$ cat src/rtl/nwm_pkg.sv
package nwm_pkg;
  localparam int DW = 32;

  localparam logic [1:0] SZ_BYTE = 2'b00;
  localparam logic [1:0] SZ_HALF = 2'b01;

  typedef enum logic [1:0] {CL_STORE = 2'd0, CL_ZERO = 2'd1, CL_RDONLY = 2'd2} reg_class_e;

  function automatic logic is_narrow(input logic [1:0] sz);
    return (sz == SZ_BYTE) || (sz == SZ_HALF);
  endfunction

  // lanes covered by a narrow access, clipped at the top of the word
  function automatic logic [DW-1:0] lane_mask(input logic [1:0] sz, input logic [1:0] off);
    logic [DW-1:0] base;
    base = (sz == SZ_BYTE) ? 32'h0000_00FF : 32'h0000_FFFF;
    return base << {off, 3'b000};
  endfunction

  function automatic logic [DW-1:0] place(input logic [DW-1:0] d, input logic [1:0] sz,
                                          input logic [1:0] off);
    return (d << {off, 3'b000}) & lane_mask(sz, off);
  endfunction

  function automatic logic [DW-1:0] extract(input logic [DW-1:0] w, input logic [1:0] off);
    return w >> {off, 3'b000};
  endfunction
endpackage

$ cat src/rtl/nwm_class_decode.sv
module nwm_class_decode
  import nwm_pkg::*;
#(
  parameter int AW = 8,
  parameter int N_RO = 2,
  parameter int N_ZF = 3,
  parameter logic [N_RO*AW-1:0] RO_LIST = '0,
  parameter logic [N_ZF*AW-1:0] ZF_LIST = '0
) (
  input  logic [AW-3:0] word_idx,
  output reg_class_e    cls
);
  logic [N_RO-1:0] ro_hit;
  logic [N_ZF-1:0] zf_hit;

  for (genvar gi = 0; gi < N_RO; gi++) begin : g_ro
    localparam logic [AW-1:0] ENT = RO_LIST[gi*AW +: AW];
    assign ro_hit[gi] = (word_idx == ENT[AW-1:2]);
  end

  for (genvar gi = 0; gi < N_ZF; gi++) begin : g_zf
    localparam logic [AW-1:0] ENT = ZF_LIST[gi*AW +: AW];
    assign zf_hit[gi] = (word_idx == ENT[AW-1:2]);
  end

  // read-only wins if a word is listed twice
  always_comb begin
    if (|ro_hit)      cls = CL_RDONLY;
    else if (|zf_hit) cls = CL_ZERO;
    else              cls = CL_STORE;
  end
endmodule

$ cat src/rtl/nwm_lane_merge.sv
module nwm_lane_merge
  import nwm_pkg::*;
(
  input  logic [1:0]    size,
  input  logic [1:0]    off,
  input  logic [DW-1:0] new_data,
  input  logic [DW-1:0] cur_word,
  output logic [DW-1:0] merged,
  output logic [DW-1:0] zero_filled,
  output logic [DW-1:0] read_shifted
);
  logic [DW-1:0] mask;

  assign mask         = lane_mask(size, off);
  assign zero_filled  = place(new_data, size, off);
  assign merged       = (cur_word & ~mask) | zero_filled;
  assign read_shifted = extract(cur_word, off);
endmodule

$ cat src/rtl/nwm_ctrl.sv
module nwm_ctrl
  import nwm_pkg::*;
#(
  parameter int AW = 8
) (
  input  logic          clk,
  input  logic          rst_n,
  input  logic          up_req,
  input  logic          up_we,
  input  logic          narrow,
  input  reg_class_e    cls,
  input  logic [AW-1:0] word_addr,
  input  logic [DW-1:0] up_wdata,
  input  logic [DW-1:0] zf_data,
  input  logic [DW-1:0] merged,
  output logic          ds_req,
  output logic          ds_we,
  output logic [AW-1:0] ds_addr,
  output logic [DW-1:0] ds_wdata,
  output logic          up_ready,
  output logic          wb_busy,
  output logic          rmw_start
);
  typedef enum logic {ST_IDLE = 1'b0, ST_WBACK = 1'b1} st_e;

  st_e           state;
  logic [AW-1:0] hold_addr;
  logic [DW-1:0] hold_data;

  assign wb_busy = (state == ST_WBACK);

  always_comb begin
    ds_req    = 1'b0;
    ds_we     = 1'b0;
    ds_addr   = word_addr;
    ds_wdata  = '0;
    up_ready  = 1'b0;
    rmw_start = 1'b0;
    if (wb_busy) begin
      ds_req   = 1'b1;
      ds_we    = 1'b1;
      ds_addr  = hold_addr;
      ds_wdata = hold_data;
      up_ready = 1'b1;
    end else if (up_req) begin
      if (!up_we) begin
        ds_req   = 1'b1;
        up_ready = 1'b1;
      end else if (!narrow) begin
        ds_req   = 1'b1;
        ds_we    = 1'b1;
        ds_wdata = up_wdata;
        up_ready = 1'b1;
      end else begin
        case (cls)
          CL_RDONLY: up_ready = 1'b1;
          CL_ZERO: begin
            ds_req   = 1'b1;
            ds_we    = 1'b1;
            ds_wdata = zf_data;
            up_ready = 1'b1;
          end
          default: begin
            ds_req    = 1'b1;
            rmw_start = 1'b1;
          end
        endcase
      end
    end
  end

  always_ff @(posedge clk or negedge rst_n) begin
    if (!rst_n) begin
      state     <= ST_IDLE;
      hold_addr <= '0;
      hold_data <= '0;
    end else if (rmw_start) begin
      state     <= ST_WBACK;
      hold_addr <= word_addr;
      hold_data <= merged;
    end else begin
      state     <= ST_IDLE;
    end
  end

  // the fetch cycle is followed by a write-back to the same word
  assert_rmw_writeback_R3: assert property (@(posedge clk) disable iff (!rst_n)
    rmw_start |=> (ds_req && ds_we && up_ready && ds_addr == $past(ds_addr)));

  // the fetch cycle is a stalled read
  assert_rmw_stall_R3: assert property (@(posedge clk) disable iff (!rst_n)
    rmw_start |-> (ds_req && !ds_we && !up_ready));
endmodule

$ cat src/rtl/narrow_write_merger.sv
module narrow_write_merger
  import nwm_pkg::*;
#(
  parameter int AW = 8,
  parameter int N_RO = 2,
  parameter int N_ZF = 3,
  parameter logic [N_RO*AW-1:0] RO_LIST = {8'h04, 8'h00},
  parameter logic [N_ZF*AW-1:0] ZF_LIST = {8'h18, 8'h14, 8'h10}
) (
  input  logic          clk,
  input  logic          rst_n,
  input  logic          up_req,
  input  logic          up_we,
  input  logic [AW-1:0] up_addr,
  input  logic [1:0]    up_size,
  input  logic [31:0]   up_wdata,
  output logic [31:0]   up_rdata,
  output logic          up_ready,
  output logic          ds_req,
  output logic          ds_we,
  output logic [AW-1:0] ds_addr,
  output logic [31:0]   ds_wdata,
  input  logic [31:0]   ds_rdata
);
  logic [1:0]    off;
  logic [AW-1:0] word_addr;
  logic          narrow;
  reg_class_e    cls;
  logic [DW-1:0] merged, zf_data, rd_shifted;
  logic          wb_busy, rmw_start;

  assign off       = up_addr[1:0];
  assign word_addr = {up_addr[AW-1:2], 2'b00};
  assign narrow    = is_narrow(up_size);

  nwm_class_decode #(
    .AW(AW), .N_RO(N_RO), .N_ZF(N_ZF), .RO_LIST(RO_LIST), .ZF_LIST(ZF_LIST)
  ) u_decode (
    .word_idx (up_addr[AW-1:2]),
    .cls      (cls)
  );

  nwm_lane_merge u_merge (
    .size         (up_size),
    .off          (off),
    .new_data     (up_wdata),
    .cur_word     (ds_rdata),
    .merged       (merged),
    .zero_filled  (zf_data),
    .read_shifted (rd_shifted)
  );

  nwm_ctrl #(.AW(AW)) u_ctrl (
    .clk       (clk),
    .rst_n     (rst_n),
    .up_req    (up_req),
    .up_we     (up_we),
    .narrow    (narrow),
    .cls       (cls),
    .word_addr (word_addr),
    .up_wdata  (up_wdata),
    .zf_data   (zf_data),
    .merged    (merged),
    .ds_req    (ds_req),
    .ds_we     (ds_we),
    .ds_addr   (ds_addr),
    .ds_wdata  (ds_wdata),
    .up_ready  (up_ready),
    .wb_busy   (wb_busy),
    .rmw_start (rmw_start)
  );

  assign up_rdata = narrow ? rd_shifted : ds_rdata;

  // downstream addresses are word aligned
  assert_aligned_R8: assert property (@(posedge clk) disable iff (!rst_n)
    ds_req |-> (ds_addr[1:0] == 2'b00));

  // a narrow write to a read-only word never reaches the port
  assert_ro_drop_R6: assert property (@(posedge clk) disable iff (!rst_n)
    (up_req && up_we && narrow && !wb_busy && cls == CL_RDONLY) |-> (!ds_req && up_ready));

  // zero-fill writes carry nothing outside the addressed lanes
  assert_zero_fill_R5: assert property (@(posedge clk) disable iff (!rst_n)
    (up_req && up_we && narrow && !wb_busy && cls == CL_ZERO)
      |-> (ds_we && ((ds_wdata & ~lane_mask(up_size, off)) == '0)));

  // a full-word access never stalls
  assert_word_single_R2: assert property (@(posedge clk) disable iff (!rst_n)
    (up_req && !narrow && !wb_busy) |-> (up_ready && ds_req && ds_we == up_we));
endmodule

$ cat config.mk
export PLATFORM = sky130hd
export DESIGN_NAME = narrow_write_merger
export DESIGN_NICKNAME = d
export VERILOG_FILES = /design/src/rtl/nwm_pkg.sv /design/src/rtl/nwm_class_decode.sv /design/src/rtl/nwm_lane_merge.sv /design/src/rtl/nwm_ctrl.sv /design/src/rtl/narrow_write_merger.sv
export SDC_FILE = /design/constraint.sdc
export NUM_CORES = 1
export LEC_CHECK = 0
export BUFFER_PORTS_ARGS = -buffer_cell sky130_fd_sc_hd__buf_2
export CAP_MARGIN = 20
export CORE_ASPECT_RATIO = 0.8
export CORE_UTILIZATION = 40
export CTS_CLUSTER_DIAMETER = 150
export DETAILED_ROUTE_END_ITERATION = 10
export HOLD_SLACK_MARGIN = 0.03
export PLACE_DENSITY = 0.69
export SLEW_MARGIN = 15
export SYNTH_ARGS = -nofsm -noshare
export SYNTH_HDL_FRONTEND = slang
export SYNTH_SLANG_ARGS = --single-unit
$ cat constraint.sdc
create_clock -name clk -period 3.5 [get_ports clk]
set_clock_uncertainty 0.2 [all_clocks]
set_input_delay 0.7 -clock clk [delete_from_list [all_inputs] [get_ports clk]]
set_output_delay 0.7 -clock clk [all_outputs]
set_load 0.005 [all_outputs]
==> impl_metrics.ini, run 1 <==
[die]
dieArea_um2 = 9270
die_h_um = 86.3
core_um2 = 8560
io_pins = 153
start_util_pct = 41.5
die_x_um = 107
fp-row-count = 30

[critical_path]
r2r_start = u_ctrl.wb_busy
cp_cell_sequence = buf_2, nor3_2, or2_1, o31ai_1, a22o_1, buf_2
cpLargestDelayFamily = simple AND/OR/NAND/NOR gates
critPathSlowestCell = or2_1
worstPathArrival_ns = 2.28
path_buf_inv = 2
rrSetupSlack_ns = 1.38
rr_endpoint = u_ctrl.hold_data[10]
cp_slowest_stage_delay_ns = 0.50
start_kind = primary input
cp-end-kind = output pin
path_class = in -> out
cp.required_ns = 2.60
cp_max_fo = 16
crit_top_cell = buf_2
rr_worst_depth = 4

[job]
cap_violations = 0

[timing]
drv_slew = 0
setup_viol = 0
max-slew-margin-rel_pct = 35.1
whs_ns = 0.290
tns_ns = 0
rsz0062_at_grt = false
hold_viol_final = 0
post-route-period-util_pct = 91.0
max_clock_freq_ghz = 0.314
worstMarginPinSlew_ns = 0.974
finalCriticalPeriod_ns = 3.18
fin_ws_ns = 0.316

[yosys]
ys_ff_latch = 39
synth_top_family_by_area = compound AO/OA/AOI/OAI gates
synth-simple-area-share_pct = 14.3
synthesis.area_um2 = 3550
seq_area_frac_synth_pct = 27.5
yosysWarnings = 0
yosysUniqueCellTypes = 42
synth_area_per_cell_um2 = 8.46
postSynthCellCount = 420
synthMuxAreaShare_pct = 24.3
synth_adder_area_share_pct = 0
synth_edf_count = 0
synth-main-ff-cell = dfrtp_1
synthXorXnorAreaFrac_pct = 0
synthArstFlopShare_pct = 100
synth_compound_area_share_pct = 28.3

[placement]
place_area_um2 = 4430
pre_cts_ws_ns = 0.332
io_buffers = 150
gp_congestion = 0.904
dp_hpwl_um = 9460

[cts]
cts_buffer_depth = 2
cts_setup_buffers = 0
cts-buffers-inserted = 5
cts_tree = built
cts-root-buf = clkbuf_8
path_clk_slew_ns = 0.08
ctsHoldBuffers = 0
ctsResizeCount = 0
clock-sinks = 39
insertion_delay_ns = 0.28
htree_levels = 2

[layout]
fillers = 829
area_growth_pct = 26.9
final_common_cell = buf_2
final_cell_mix = buf_2 (150), o21ai_0 (61), nand2_1 (50)
antenna_cells = 0
finalNetCount = 634
stdcell_area_um2 = 4510
drive_gt1_share_pct = 42.5

[hold_path]
min_to = u_ctrl.hold_data[16]
worstHoldStart = u_ctrl.hold_data[16]
min_path_type = reg -> reg
holdPathStages = 1

[outcome]
outcome = finished, final reports clean

[drt]
firstDrtPassIters = 5
drc = 0
viasPerCell = 5.80
wirelength_um = 12500
wl_per_cell_um = 18.7
vias = 3882
ant_nets = 0
drtIter0Drc = 282

[global_route]
use_met2_pct = 41.2
busiest_layer = met2
grt_use_met1_pct = 39.2
grt_pass1_wl_um = 19000
track_usage_pct = 26.7
antenna_found_initial = 0
gr-usage-met3_pct = 4.66
grt_max_degree = 58
grt_pass1_vias = 3451
overflow = 0

[power_and_ir_drop]
total_power_mw = 1.47
p_per_area_nw_per_um2 = 326
p_leak_nw = 2.14
ir_drop_v = 0.000221
==> kinds of logic after synthesis <==
kind of cell / after synthesis
muxes: 79
AOI/OAI and AO/OA: 152
other: 1
and+or+nand+nor: 107
DFF: 39
buffers and inverters: 42
==> worst max path at each step <==
| stage | cells after the start | to | startpoint | slack, ns |
|---|---|---|---|---|
| floorplan | 5 | ds_wdata[28] | up_addr[7] | 0.70 |
| finish | 6 | ds_wdata[14] | up_addr[0] | 0.32 |
| global placement | 6 | ds_wdata[25] | up_addr[2] | 0.35 |
| detailed placement | 6 | ds_wdata[31] | up_addr[4] | 0.33 |
| global route | 6 | ds_wdata[12] | up_addr[0] | 0.22 |
| CTS | 6 | ds_wdata[31] | up_addr[4] | 0.33 |
==> flip-flops by register name, summed over array words and instances (netlist names) <==
signal / flops
u_ctrl.hold_addr: 6
u_ctrl.hold_data: 32
u_ctrl.wb_busy: 1
==> routing by layer <==
metal / share of wire, % / routed length, um
met1: 45 / 5630
met3: 9.9 / 1240
met4: 0.98 / 122
met2: 44 / 5510
met5: 0 / 0
==> synthesized netlist by cell type, types with 11 or more instances <==
master | count | area (um^2)
dfrtp_1 | 39 | 976
a22oi_1 | 17 | 128
o21ai_0 | 61 | 305
and2_1 | 13 | 81.3
a21oi_1 | 19 | 95.1
mux2i_1 | 22 | 220
nand2_1 | 50 | 188
buf_2 | 11 | 55.1
a22o_1 | 15 | 131
clkbuf_1 | 21 | 78.8
mux2_2 | 48 | 541
nor2_1 | 19 | 71.3
==> report_power, final <==
part           internal (mW)  switching, mW  leakage, nW
Combinational          0.267          0.269         1.63
Clock                  0.140          0.170       0.0422
Sequential             0.562         0.0609        0.469
Total                  0.969          0.500         2.14
==> stage by stage <==
stage | instances | util, %
6_report | 669 | 52.7
2_1_floorplan | 421 | -
4_1_cts | 669 | 52.7
3_5_place_dp | 661 | 51.7
5_1_grt | 669 | 52.7
3_3_place_gp | 661 | 51.7
==> cell type report <==
type / instances / area, um^2 / area share, %
clock inverter: 1 / 5.00 / 0.111
sequential: 39 / 976 / 21.6
timing repair buffer: 166 / 896 / 19.9
multi-input combinational: 340 / 2400 / 53.2
clock buffer: 7 / 76.3 / 1.69
tap: 112 / 140 / 3.11
inverter: 4 / 15.0 / 0.333
Power figures use the tool's default switching activity.
==> run 2, diff against run 1 <==
- CTS_BUF_LIST: unset -> sky130_fd_sc_hd__clkbuf_8
==> run 2 against run 1 <==
  * Worst hold slack about the same
  * Non-clock buffer count unchanged
  * Sequential share of layout area unchanged
  * Register-to-register slack about the same
  * Total power down 0.35%
  * Via count unchanged
  * Flip-flop and latch count unchanged
==> impl_metrics.ini, run 2 (synthesis results as in run 1) <==
[timing]
setup_viol = 0
max_clock_freq_ghz = 0.314
fin_ws_ns = 0.316
worstMarginPinSlew_ns = 0.974
max-slew-margin-rel_pct = 35.1
drv_slew = 0
tns_ns = 0
rsz0062_at_grt = false
finalCriticalPeriod_ns = 3.18
whs_ns = 0.291
hold_viol_final = 0
post-route-period-util_pct = 91.0

[placement]
io_buffers = 150
dp_hpwl_um = 9460
pre_cts_ws_ns = 0.332
gp_congestion = 0.904

[job]
cap_violations = 0

[cts]
ctsResizeCount = 0
cts_buffer_depth = 2
ctsHoldBuffers = 0
clock-sinks = 39
cts_setup_buffers = 0
cts-buffers-inserted = 5
cts_tree = built
cts-root-buf = clkbuf_8
htree_levels = 2
path_clk_slew_ns = 0.08
insertion_delay_ns = 0.28

[layout]
final_common_cell = buf_2
final_cell_mix = buf_2 (150), o21ai_0 (61), nand2_1 (50)
antenna_cells = 0
drive_gt1_share_pct = 42.5
area_growth_pct = 26.9
finalNetCount = 634
top_register = u_ctrl.hold_data
largest_reg_flops = 32

[drt]
viasPerCell = 5.80
firstDrtPassIters = 5
wl_per_cell_um = 18.7
wirelength_um = 12500
vias = 3882
drc = 0
ant_nets = 0
drtIter0Drc = 282

[outcome]
outcome = finished, final reports clean

[critical_path]
r2r_start = u_ctrl.wb_busy
rr_worst_depth = 4
cp.required_ns = 2.60
worstPathArrival_ns = 2.28
cp_cell_sequence = buf_2, nor3_2, or2_1, o31ai_1, a22o_1, buf_2
critPathSlowestCell = or2_1
path_class = in -> out
rrSetupSlack_ns = 1.38
cp_max_fo = 16
crit_top_cell = buf_2
start_kind = primary input
rr_endpoint = u_ctrl.hold_data[10]
cp_slowest_stage_delay_ns = 0.50
cp-end-kind = output pin

[global_route]
track_usage_pct = 26.7
grt_pass1_wl_um = 19000
antenna_found_initial = 0
overflow = 0
grt_max_degree = 58
grt_pass1_vias = 3451

[hold_path]
worstHoldStart = u_ctrl.hold_data[16]
min_to = u_ctrl.hold_data[16]
min_path_type = reg -> reg
holdPathStages = 1

[power_and_ir_drop]
ir_drop_v = 0.000221
p_per_area_nw_per_um2 = 325
p_leak_nw = 2.15

[die]
io_pins = 153
die_x_um = 107
core_um2 = 8560
die_h_um = 86.3
dieArea_um2 = 9270
fp-row-count = 30
start_util_pct = 41.5
[run 2: cell count changes in the layout (fill, tap and decap cells not counted)]
| cell | change |
|---|---|
| clkbuf_1 | -2 |
| inv_1 | +2 |
[run 2: power by group]
group / internal [mW] / total, mW / leakage (nW) / switching, mW
combinational: 0.267 / 0.536 / 1.63 / 0.269
sequential: 0.562 / 0.623 / 0.469 / 0.0610
clock: 0.135 / 0.305 / 0.0505 / 0.171
total: 0.963 / 1.46 / 2.15 / 0.501
[run 2: layer usage]
layer,vias up,share of wire [%],track usage (%)
met5,-,0,0
li1,1830,-,-
met1,1849,45,39.2
met3,8,9.7,4.66
met2,195,44,41.2
met4,0,0.98,5.35
[run 2: worst max-delay path, delay by kind of cell]
| family | cells | cell delay, ns |
|---|---|---|
| AND/OR/NAND/NOR | 2 | 0.95 |
| AO/OA/AOI/OAI | 2 | 0.36 |
| buffers and inverters | 2 | 0.28 |
[run 2: cell type report]
type                    count  area (um^2)
clock buffers               5         68.8
repair buffers            166          896
inverters                   4         15.0
flip-flops and latches     39          976
fillers                   829         4050
multi-input cells         340         2400
well taps                 112          140
clock inverters             3         12.5
[run 2: stage by stage]
stage,area (um^2),util [%],std cells,power (mW)
final,4510,52.7,669,1.46
after global routing,4510,52.7,669,1.56
after CTS,4510,52.7,669,1.47
after detailed placement,4430,51.7,661,1.16
after global placement,4430,51.7,661,1.14
after floorplan,3560,-,421,0.929
[run 2: worst max path at each step]
stage / from / end
finish: up_addr[0] / ds_wdata[14]
global placement: up_addr[2] / ds_wdata[25]
global route: up_addr[0] / ds_wdata[12]
floorplan: up_addr[7] / ds_wdata[28]
CTS: up_addr[4] / ds_wdata[31]
detailed placement: up_addr[4] / ds_wdata[31]
==> run 3, diff against run 2 <==
- CTS_CLUSTER_DIAMETER: 150 -> 60
- clock period: 3.5 -> 3.42 ns (I/O delays scaled with it)
==> run 3 against run 2 <==
  * Combinational power up 2%
  * Wire length down 0.14%
  * Worst hold slack better by 0.0031 ns
  * Sequential power up 2%
  * Highest routed layer unchanged
==> impl_metrics.ini, run 3 (synthesis results as in run 1) <==
[cts]
ctsResizeCount = 0
path_clk_slew_ns = 0.08
clock-sinks = 39
insertion_delay_ns = 0.28
htree_levels = 2
cts_buffer_depth = 2
cts_tree = built
cts-buffers-inserted = 5
cts-root-buf = clkbuf_8
ctsHoldBuffers = 0
cts_setup_buffers = 0

[critical_path]
worstPathArrival_ns = 2.27
cp_slowest_stage_delay_ns = 0.63
path_class = in -> out
cp.required_ns = 2.54
cp_cell_sequence = buf_2, a21boi_0, nand2_1, or4_1, o21ai_0, buf_2
cp-end-kind = output pin
start_kind = primary input
cp_max_fo = 8
rrSetupSlack_ns = 1.33
crit_top_cell = buf_2
critPathSlowestCell = or4_1

[layout]
antenna_cells = 0
top_register = u_ctrl.hold_data
fillers = 840
final_common_cell = buf_2
final_cell_mix = buf_2 (150), o21ai_0 (61), nand2_1 (50)
drive_gt1_share_pct = 42.8
area_growth_pct = 27.0
seqCellArea_um2 = 976
multi_input_area_um2 = 2400
finalNetCount = 634
instances_no_fill = 668
largest_reg_flops = 32

[drt]
wirelength_um = 12500
viasPerCell = 5.80
drc = 0
vias = 3872
wl_per_cell_um = 18.7
firstDrtPassIters = 5
drtIter0Drc = 357
ant_nets = 0

[timing]
drv_slew = 0
tns_ns = 0
finalCriticalPeriod_ns = 3.15
post-route-period-util_pct = 92.2
max-slew-margin-rel_pct = 37.3
whs_ns = 0.294
setup_viol = 0
max_clock_freq_ghz = 0.317
worstMarginPinSlew_ns = 0.940
rsz0062_at_grt = false
hold_viol_final = 0

[die]
dieArea_um2 = 9270
die_x_um = 107
io_pins = 153
core_um2 = 8560
die_h_um = 86.3
start_util_pct = 41.5
fp-row-count = 30

[job]
cap_violations = 0

[power_and_ir_drop]
p_leak_nw = 2.15
p_per_area_nw_per_um2 = 335
ir_drop_v = 0.000234

[global_route]
overflow = 0
grt_pass1_wl_um = 19100
track_usage_pct = 26.7
antenna_found_initial = 0
grt_pass1_vias = 3463
grt_max_degree = 60

[outcome]
outcome = finished, final reports clean

[placement]
dp.cells = 661
gp_congestion = 0.909
io_buffers = 150
dp_hpwl_um = 9540

[hold_path]
min_path_type = reg -> reg
run 3: worst max-delay path, delay by kind of cell:
family	cells	cell delay (ns)
simple gates	2	0.74
compound gates	2	0.57
buf+inv	2	0.27
run 3: worst paths after layout:
check                                  endpoint            startpoint  cells after the start
min in group asynchronous  u_ctrl.hold_data[10]                 rst_n                      1
hold reg to reg            u_ctrl.hold_data[16]  u_ctrl.hold_data[16]                      1
max in group asynchronous   u_ctrl.hold_data[0]                 rst_n                      1
setup / recovery                   ds_wdata[29]            up_addr[4]                      6
hold / removal             u_ctrl.hold_data[16]  u_ctrl.hold_data[16]                      1
setup reg to reg           u_ctrl.hold_data[25]        u_ctrl.wb_busy                      4
run 3: layout make-up:
class	instances	share of cell area, %
multi-input cells	340	53.2
flip-flops and latches	39	21.6
repair buffers	166	19.8
well taps	112	3.10
clock buffers	6	1.83
inverters	4	0.333
clock inverters	1	0.111
run 3: power by group:
part / switching, mW / leakage, nW / internal, mW
Sequential: 0.0631 / 0.469 / 0.575
Clock: 0.170 / 0.0470 / 0.159
Combinational: 0.274 / 1.63 / 0.272
run 3: metrics by stage:
step	cell area (um^2)	power, mW	utilization (%)	setup slack, ns
2_1_floorplan	3560	0.951	-	0.653
3_3_place_gp	4430	1.17	51.7	0.296
3_5_place_dp	4430	1.19	51.7	0.255
4_1_cts	4510	1.52	52.7	0.256
5_1_grt	4510	1.60	52.7	0.137
6_report	4510	1.51	52.7	0.266
run 3: metal layers:
metal / vias up / global-route usage, % / wire (um)
li1: 1827 / - / -
met2: 190 / 41.3 / 5490
met3: 16 / 4.29 / 1160
met5: - / 0 / 0
met1: 1839 / 39.6 / 5660
met4: 0 / 4.86 / 171
